<file path="src/rtl/sclk_div_pkg.sv">
package sclk_div_pkg;

  localparam int DATA_W  = 8;
  localparam int THP_W   = 8;
  localparam int M_W     = 4;
  localparam int N_W     = 3;
  // counter width able to span 2^N - 1 for the largest N
  localparam int NCNT_W  = (1 << N_W) - 1;
  // clock-control field positions
  localparam int CTL_N_LSB = 0;
  localparam int CTL_M_LSB = N_W;

  typedef struct packed {
    logic [THP_W-1:0] thp;
    logic [M_W-1:0]   m;
    logic [N_W-1:0]   n;
  } div_cfg_t;

endpackage

</file>
<file path="src/rtl/sclk_cfg_regs.sv">
module sclk_cfg_regs
  import sclk_div_pkg::*;
#(
  parameter int RST_THP = 24,
  parameter int RST_M   = 2,
  parameter int RST_N   = 0
) (
  input  logic              clk,
  input  logic              rst_n,
  input  logic              wr_en,
  input  logic              wr_sel,
  input  logic [DATA_W-1:0] wr_data,
  input  logic              load,
  output div_cfg_t          act
);

  localparam div_cfg_t RST_CFG = '{
    thp: THP_W'(RST_THP),
    m:   M_W'(RST_M),
    n:   N_W'(RST_N)
  };

  div_cfg_t shd;
  logic     unused_ctl_msb;

  assign unused_ctl_msb = wr_data[DATA_W-1];

  // shadow copy written by software
  always_ff @(posedge clk or negedge rst_n) begin
    if (!rst_n) begin
      shd <= RST_CFG;
    end else if (wr_en) begin
      if (!wr_sel) begin
        shd.thp <= wr_data[THP_W-1:0];
      end else begin
        shd.m <= wr_data[CTL_M_LSB +: M_W];
        shd.n <= wr_data[CTL_N_LSB +: N_W];
      end
    end
  end

  // running copy, moved only at a period boundary
  always_ff @(posedge clk or negedge rst_n) begin
    if (!rst_n) begin
      act <= RST_CFG;
    end else if (load) begin
      act <= shd;
    end
  end

endmodule

</file>
<file path="src/rtl/sclk_div_stage.sv">
module sclk_div_stage #(
  parameter int W = 8
) (
  input  logic         clk,
  input  logic         rst_n,
  input  logic         step,
  input  logic [W-1:0] lim,
  output logic         wrap
);

  logic [W-1:0] cnt;

  assign wrap = step && (cnt == lim);

  always_ff @(posedge clk or negedge rst_n) begin
    if (!rst_n) begin
      cnt <= '0;
    end else if (step) begin
      cnt <= wrap ? '0 : cnt + 1'b1;
    end
  end

endmodule

</file>
<file path="src/rtl/sclk_phase_gen.sv">
module sclk_phase_gen #(
  parameter int OS = 10
) (
  input  logic clk,
  input  logic rst_n,
  input  logic samp,
  input  logic hold,
  output logic rise,
  output logic fall,
  output logic level
);

  localparam int PH_W = $clog2(OS);
  localparam int HALF = OS / 2;
  localparam logic [PH_W-1:0] PH_RISE = PH_W'(HALF - 1);
  localparam logic [PH_W-1:0] PH_LAST = PH_W'(OS - 1);
  localparam logic [PH_W-1:0] PH_HIGH = PH_W'(HALF);

  logic [PH_W-1:0] ph;
  logic            adv;

  assign level = (ph >= PH_HIGH);
  // a stretched high phase stops the phase count
  assign adv   = samp && !(level && hold);
  assign rise  = adv && (ph == PH_RISE);
  assign fall  = adv && (ph == PH_LAST);

  always_ff @(posedge clk or negedge rst_n) begin
    if (!rst_n) begin
      ph <= '0;
    end else if (adv) begin
      ph <= (ph == PH_LAST) ? '0 : ph + 1'b1;
    end
  end

endmodule

</file>
<file path="src/rtl/sclk_divider.sv">
module sclk_divider
  import sclk_div_pkg::*;
#(
  parameter int OVERSAMPLE = 10,
  parameter int RST_THP    = 24,
  parameter int RST_M      = 2,
  parameter int RST_N      = 0
) (
  input  logic              clk,
  input  logic              rst_n,
  input  logic              cfg_we,
  input  logic              cfg_sel,
  input  logic [DATA_W-1:0] cfg_wdata,
  input  logic              scl_hold,
  output logic              samp_en,
  output logic              scl_rise_en,
  output logic              scl_fall_en,
  output logic              scl_level
);

  div_cfg_t          cfg_act;
  logic              t_hp;
  logic              t_half;
  logic              t_pow;
  logic [NCNT_W-1:0] n_lim;

  sclk_cfg_regs #(
    .RST_THP(RST_THP),
    .RST_M  (RST_M),
    .RST_N  (RST_N)
  ) u_regs (
    .clk    (clk),
    .rst_n  (rst_n),
    .wr_en  (cfg_we),
    .wr_sel (cfg_sel),
    .wr_data(cfg_wdata),
    .load   (scl_fall_en),
    .act    (cfg_act)
  );

  // stage 1: high-period count, THP+1 cycles
  sclk_div_stage #(.W(THP_W)) u_hp (
    .clk  (clk),
    .rst_n(rst_n),
    .step (1'b1),
    .lim  (cfg_act.thp),
    .wrap (t_hp)
  );

  // fixed divide by two
  sclk_div_stage #(.W(1)) u_half (
    .clk  (clk),
    .rst_n(rst_n),
    .step (t_hp),
    .lim  (1'b1),
    .wrap (t_half)
  );

  // stage 2: power-of-two divider, 2^N steps
  assign n_lim = ~({NCNT_W{1'b1}} << cfg_act.n);

  sclk_div_stage #(.W(NCNT_W)) u_pow (
    .clk  (clk),
    .rst_n(rst_n),
    .step (t_half),
    .lim  (n_lim),
    .wrap (t_pow)
  );

  // stage 3: M+1 divider gives the sampling tick
  sclk_div_stage #(.W(M_W)) u_mdiv (
    .clk  (clk),
    .rst_n(rst_n),
    .step (t_pow),
    .lim  (cfg_act.m),
    .wrap (samp_en)
  );

  sclk_phase_gen #(.OS(OVERSAMPLE)) u_phase (
    .clk  (clk),
    .rst_n(rst_n),
    .samp (samp_en),
    .hold (scl_hold),
    .rise (scl_rise_en),
    .fall (scl_fall_en),
    .level(scl_level)
  );

endmodule

</file>
<file path="config.mk">
export PLATFORM = sky130hd
export DESIGN_NAME = sclk_divider
export DESIGN_NICKNAME = d
export VERILOG_FILES = /design/src/rtl/sclk_div_pkg.sv /design/src/rtl/sclk_cfg_regs.sv /design/src/rtl/sclk_div_stage.sv /design/src/rtl/sclk_phase_gen.sv /design/src/rtl/sclk_divider.sv
export SDC_FILE = /design/constraint.sdc
export NUM_CORES = 1
export LEC_CHECK = 0
export ABC_AREA = 1
export CAP_MARGIN = 10
export CORE_MARGIN = 3
export CORE_UTILIZATION = 50
export CTS_CLUSTER_SIZE = 16
export DETAILED_ROUTE_END_ITERATION = 16
export GPL_TIMING_DRIVEN = 0
export MAX_ROUTING_LAYER = met4
export PLACE_DENSITY = 0.78
export RECOVER_POWER = 25
export SYNTH_ARGS = -nofsm -noshare
export SYNTH_HDL_FRONTEND = slang
export SYNTH_SLANG_ARGS = --single-unit
</file>
<file path="constraint.sdc">
create_clock -name clk -period 2.41 [get_ports clk]
set_input_delay 0.3615 -clock clk [delete_from_list [all_inputs] [get_ports clk]]
set_output_delay 0.3615 -clock clk [all_outputs]
set_load 0.1 [all_outputs]
</file>
==> flow_summary.toml <==
[run_status]
status = "complete, but fails checks"
violations = "setup timing"

[sta]
fin_ws_ns = -0.0211
rsz0062_at_grt = "yes"
maxSlewHeadroom_pct = 34.6
period_share_pct = 101
setup-tns-final_ns = -0.0211
hold_violations = 0
fmax_mhz = 411
final-setup-viol-count = 1
drv_slew = 0
period_needed_ns = 2.43
finClkSkew_ns = 0.00762
max_slew.worst_pin.slew_ns = 0.981

[final_layout]
diodes = 0
finalNonFillerCells = 441
drive_above_1_share_pct = 17.0
final_area_um2 = 3280
nets = 386
syn_to_final_growth_pct = 19.2
multi_input_comb_area_um2 = 1270
num-fill-cells = 451
seq_area_um2 = 1360

[global_route]
grt_pass1_wl_um = 9240
gr-usage-all-layers_pct = 18.8
grt_overflow = 0
grt_max_degree = 43
antenna_found_initial = 0
grt_pass1_vias = 2038

[setup_path]
critical_path_required_ns = 2.05
cp_max_fo = 6
cp.arrival_ns = 2.07
start_kind = "flop"
path_class = "reg -> out"
critPathCaptureType = "output pin"

[floorplanning]
dieArea_um2 = 6430
pin_count = 17
die_y_um = 80.2
core_area_um2 = 5200
start_util_pct = 52.9
fp.dieW_um = 80.2
num_rows = 26

[placement]
dp_cells = 421
dpl.hpwl_um = 3900
port_buffers = 16
placed_area_um2 = 3040
gp_congestion = 0.867
place_ws_ns = -0.802

[clock_network]
clock-root-buffer = "clkbuf_8"
cts_num_sinks = 54
cts_tree = "yes"
numCtsBuffers = 5
cts_max_path_buffers = 2
cts.htree.levels = 2
clock_latency_ns = 0.30
clk_pin_slew_ns = 0.10

[detailed_routing]
first_pass_iters = 4
wl_um = 5240
drc = 0
ant_nets = 0
vias_per_cell = 5.00
drtIter0Drc = 81
vias = 2204
wl_per_cell_um = 11.9

[synthesis]
ys_seq_elements = 54
syn-num-nets = 350
synth.avg_cell_area_um2 = 8.24
yosysWarnings = 0
seq_area_frac_synth_pct = 49.4
syn_inst = 334
syn_area_um2 = 2750
ys_types = 30

[power]
power.switching_uw = 1540
power.density_nw_per_um2 = 1090
p_total_uw = 3570
p_seq_share_pct = 39.1
p_leak_uw = 0.00162
p_int_uw = 2030
combPwrFrac_pct = 47.1
clock_power_share_pct = 13.8
swShare_pct = 43.2
ir_worst_vdd_mv = 0.663

[min_path]
hold_path.class = "reg -> reg"

[run]
maxCapViolations = 0
==> worst max-delay path: stages (launching register included) <==
cell and delay, ns:
dfrtp_2 0.48, inv_2 0.10, nand2_2 0.05, nand2_2 0.06, nand3_2 0.08, nor2_4 0.14, nand2_2 0.07, nor2_4 0.19
nand3_4 0.12, clkinvlp_4 0.10, nand2_2 0.07, nor2_4 0.11, buf_12 0.18
==> flip-flops by register name, indices dropped and copies added (netlist names) <==
register / cells
u_regs.act: 15
u_phase.ph: 4
u_half.cnt: 1
u_pow.cnt: 7
u_mdiv.cnt: 4
u_hp.cnt: 8
u_regs.shd: 15
==> cell type report <==
| type | count | area share, % |
|---|---|---|
| clock inverter | 2 | 0.457 |
| buffer | 7 | 1.52 |
| sequential | 54 | 41.5 |
| multi-input combinational | 233 | 38.8 |
| tap | 70 | 2.67 |
| inverter | 40 | 4.69 |
| timing repair buffer | 29 | 8.16 |
| clock buffer | 6 | 2.21 |
==> final timing paths <==
| check | cells past startpoint | endpoint | slack, ns | start |
|---|---|---|---|---|
| worst max-delay path | 12 | scl_rise_en | -0.02 | u_regs.act[2] |
| worst min-delay path | 2 | u_regs.act[4] | 0.48 | u_regs.act[4] |
| worst max register to register | 13 | u_regs.act[12] | 0.44 | u_regs.act[2] |
| worst min register to register | 2 | u_regs.act[4] | 0.48 | u_regs.act[4] |
| max in group asynchronous | 3 | u_regs.act[1] | 0.35 | rst_n |
| min in group asynchronous | 2 | u_mdiv.cnt[2] | 0.61 | rst_n |
==> metrics by stage <==
step | hold WS [ns] | util, %
after floorplan | 0.0659 | -
after global placement | 0.468 | 58.2
after detailed placement | 0.277 | 58.5
after CTS | 0.481 | 61.6
after global routing | 0.504 | 63.1
final | 0.481 | 63.1
==> power groups by stage <==
| stage | registers (uW) | logic (uW) | clock network (uW) |
|---|---|---|---|
| floorplan | 1340 | 1130 | 0 |
| global placement | 1390 | 1350 | 0 |
| detailed placement | 1400 | 1390 | 0 |
| CTS | 1390 | 1490 | 502 |
| global route | 1430 | 1890 | 552 |
| finish | 1400 | 1680 | 494 |
==> cell families after synthesis <==
logic type,after synthesis,share of synthesized area (%)
and+or+nand+nor,175,28.8
DFF,54,49.4
buffers and inverters,47,7.27
AOI/OAI and AO/OA,36,6.82
xor gates and xnor gates,18,6.00
adders and majority gates,3,1.36
muxes,1,0.409
==> synthesized netlist by cell type (all sizes together) <==
cell type,count,area (um^2)
nand3,33,175
nand4,5,46.3
dfrtp,48,1200
nor2,21,104
xor2,11,104
and3,1,6.26
nand2,110,418
dfstp,6,158
buf,4,38.8
o31ai,3,22.5
inv,40,150
clkbuf,3,11.3
mux2,1,11.3
nor3,4,36.3
a21oi,5,25.0
nor4,1,6.26
ha,3,37.5
o21ai,28,140
xnor2,7,61.3
==> metal layers <==
layer / global-route usage, % / share of wire, % / wire length (um) / vias up
met1: 25.6 / 47 / 2490 / 1036
li1: - / - / - / 1132
met5: - / 0 / 0 / -
met2: 28.6 / 49 / 2540 / 30
met3: 3.48 / 2.8 / 146 / 6
met4: 6.25 / 1.2 / 63 / 0
==> what timing repair did <==
action                     4_1_cts  5_1_grt
setup endpoints to repair        4        3
buffers inserted                 3        8
hold buffers                     1        0
pin swaps                        2        6
gates resized for setup         34        7
hold endpoints to repair        12        0
cloned                           0        0
==> layout by cell type, fill, tap and decap left out, types with 3 or more instances in the layout <==
master and count:
a21oi_1 5, buf_4 12, buf_6 3, clkbuf_1 5, clkbuf_8 5, clkdlybuf4s50_1 11
clkinvlp_4 3, dfrtp_1 46, dfstp_2 6, ha_1 3, inv_1 37, nand2_1 103
nand2_2 7, nand3_1 29, nand3_2 3, nand4_1 4, nor2_1 12, nor2_4 7
o21ai_0 26, o31ai_1 3, xnor2_1 7, xor2_1 10
(Power assumes the default switching activity.)
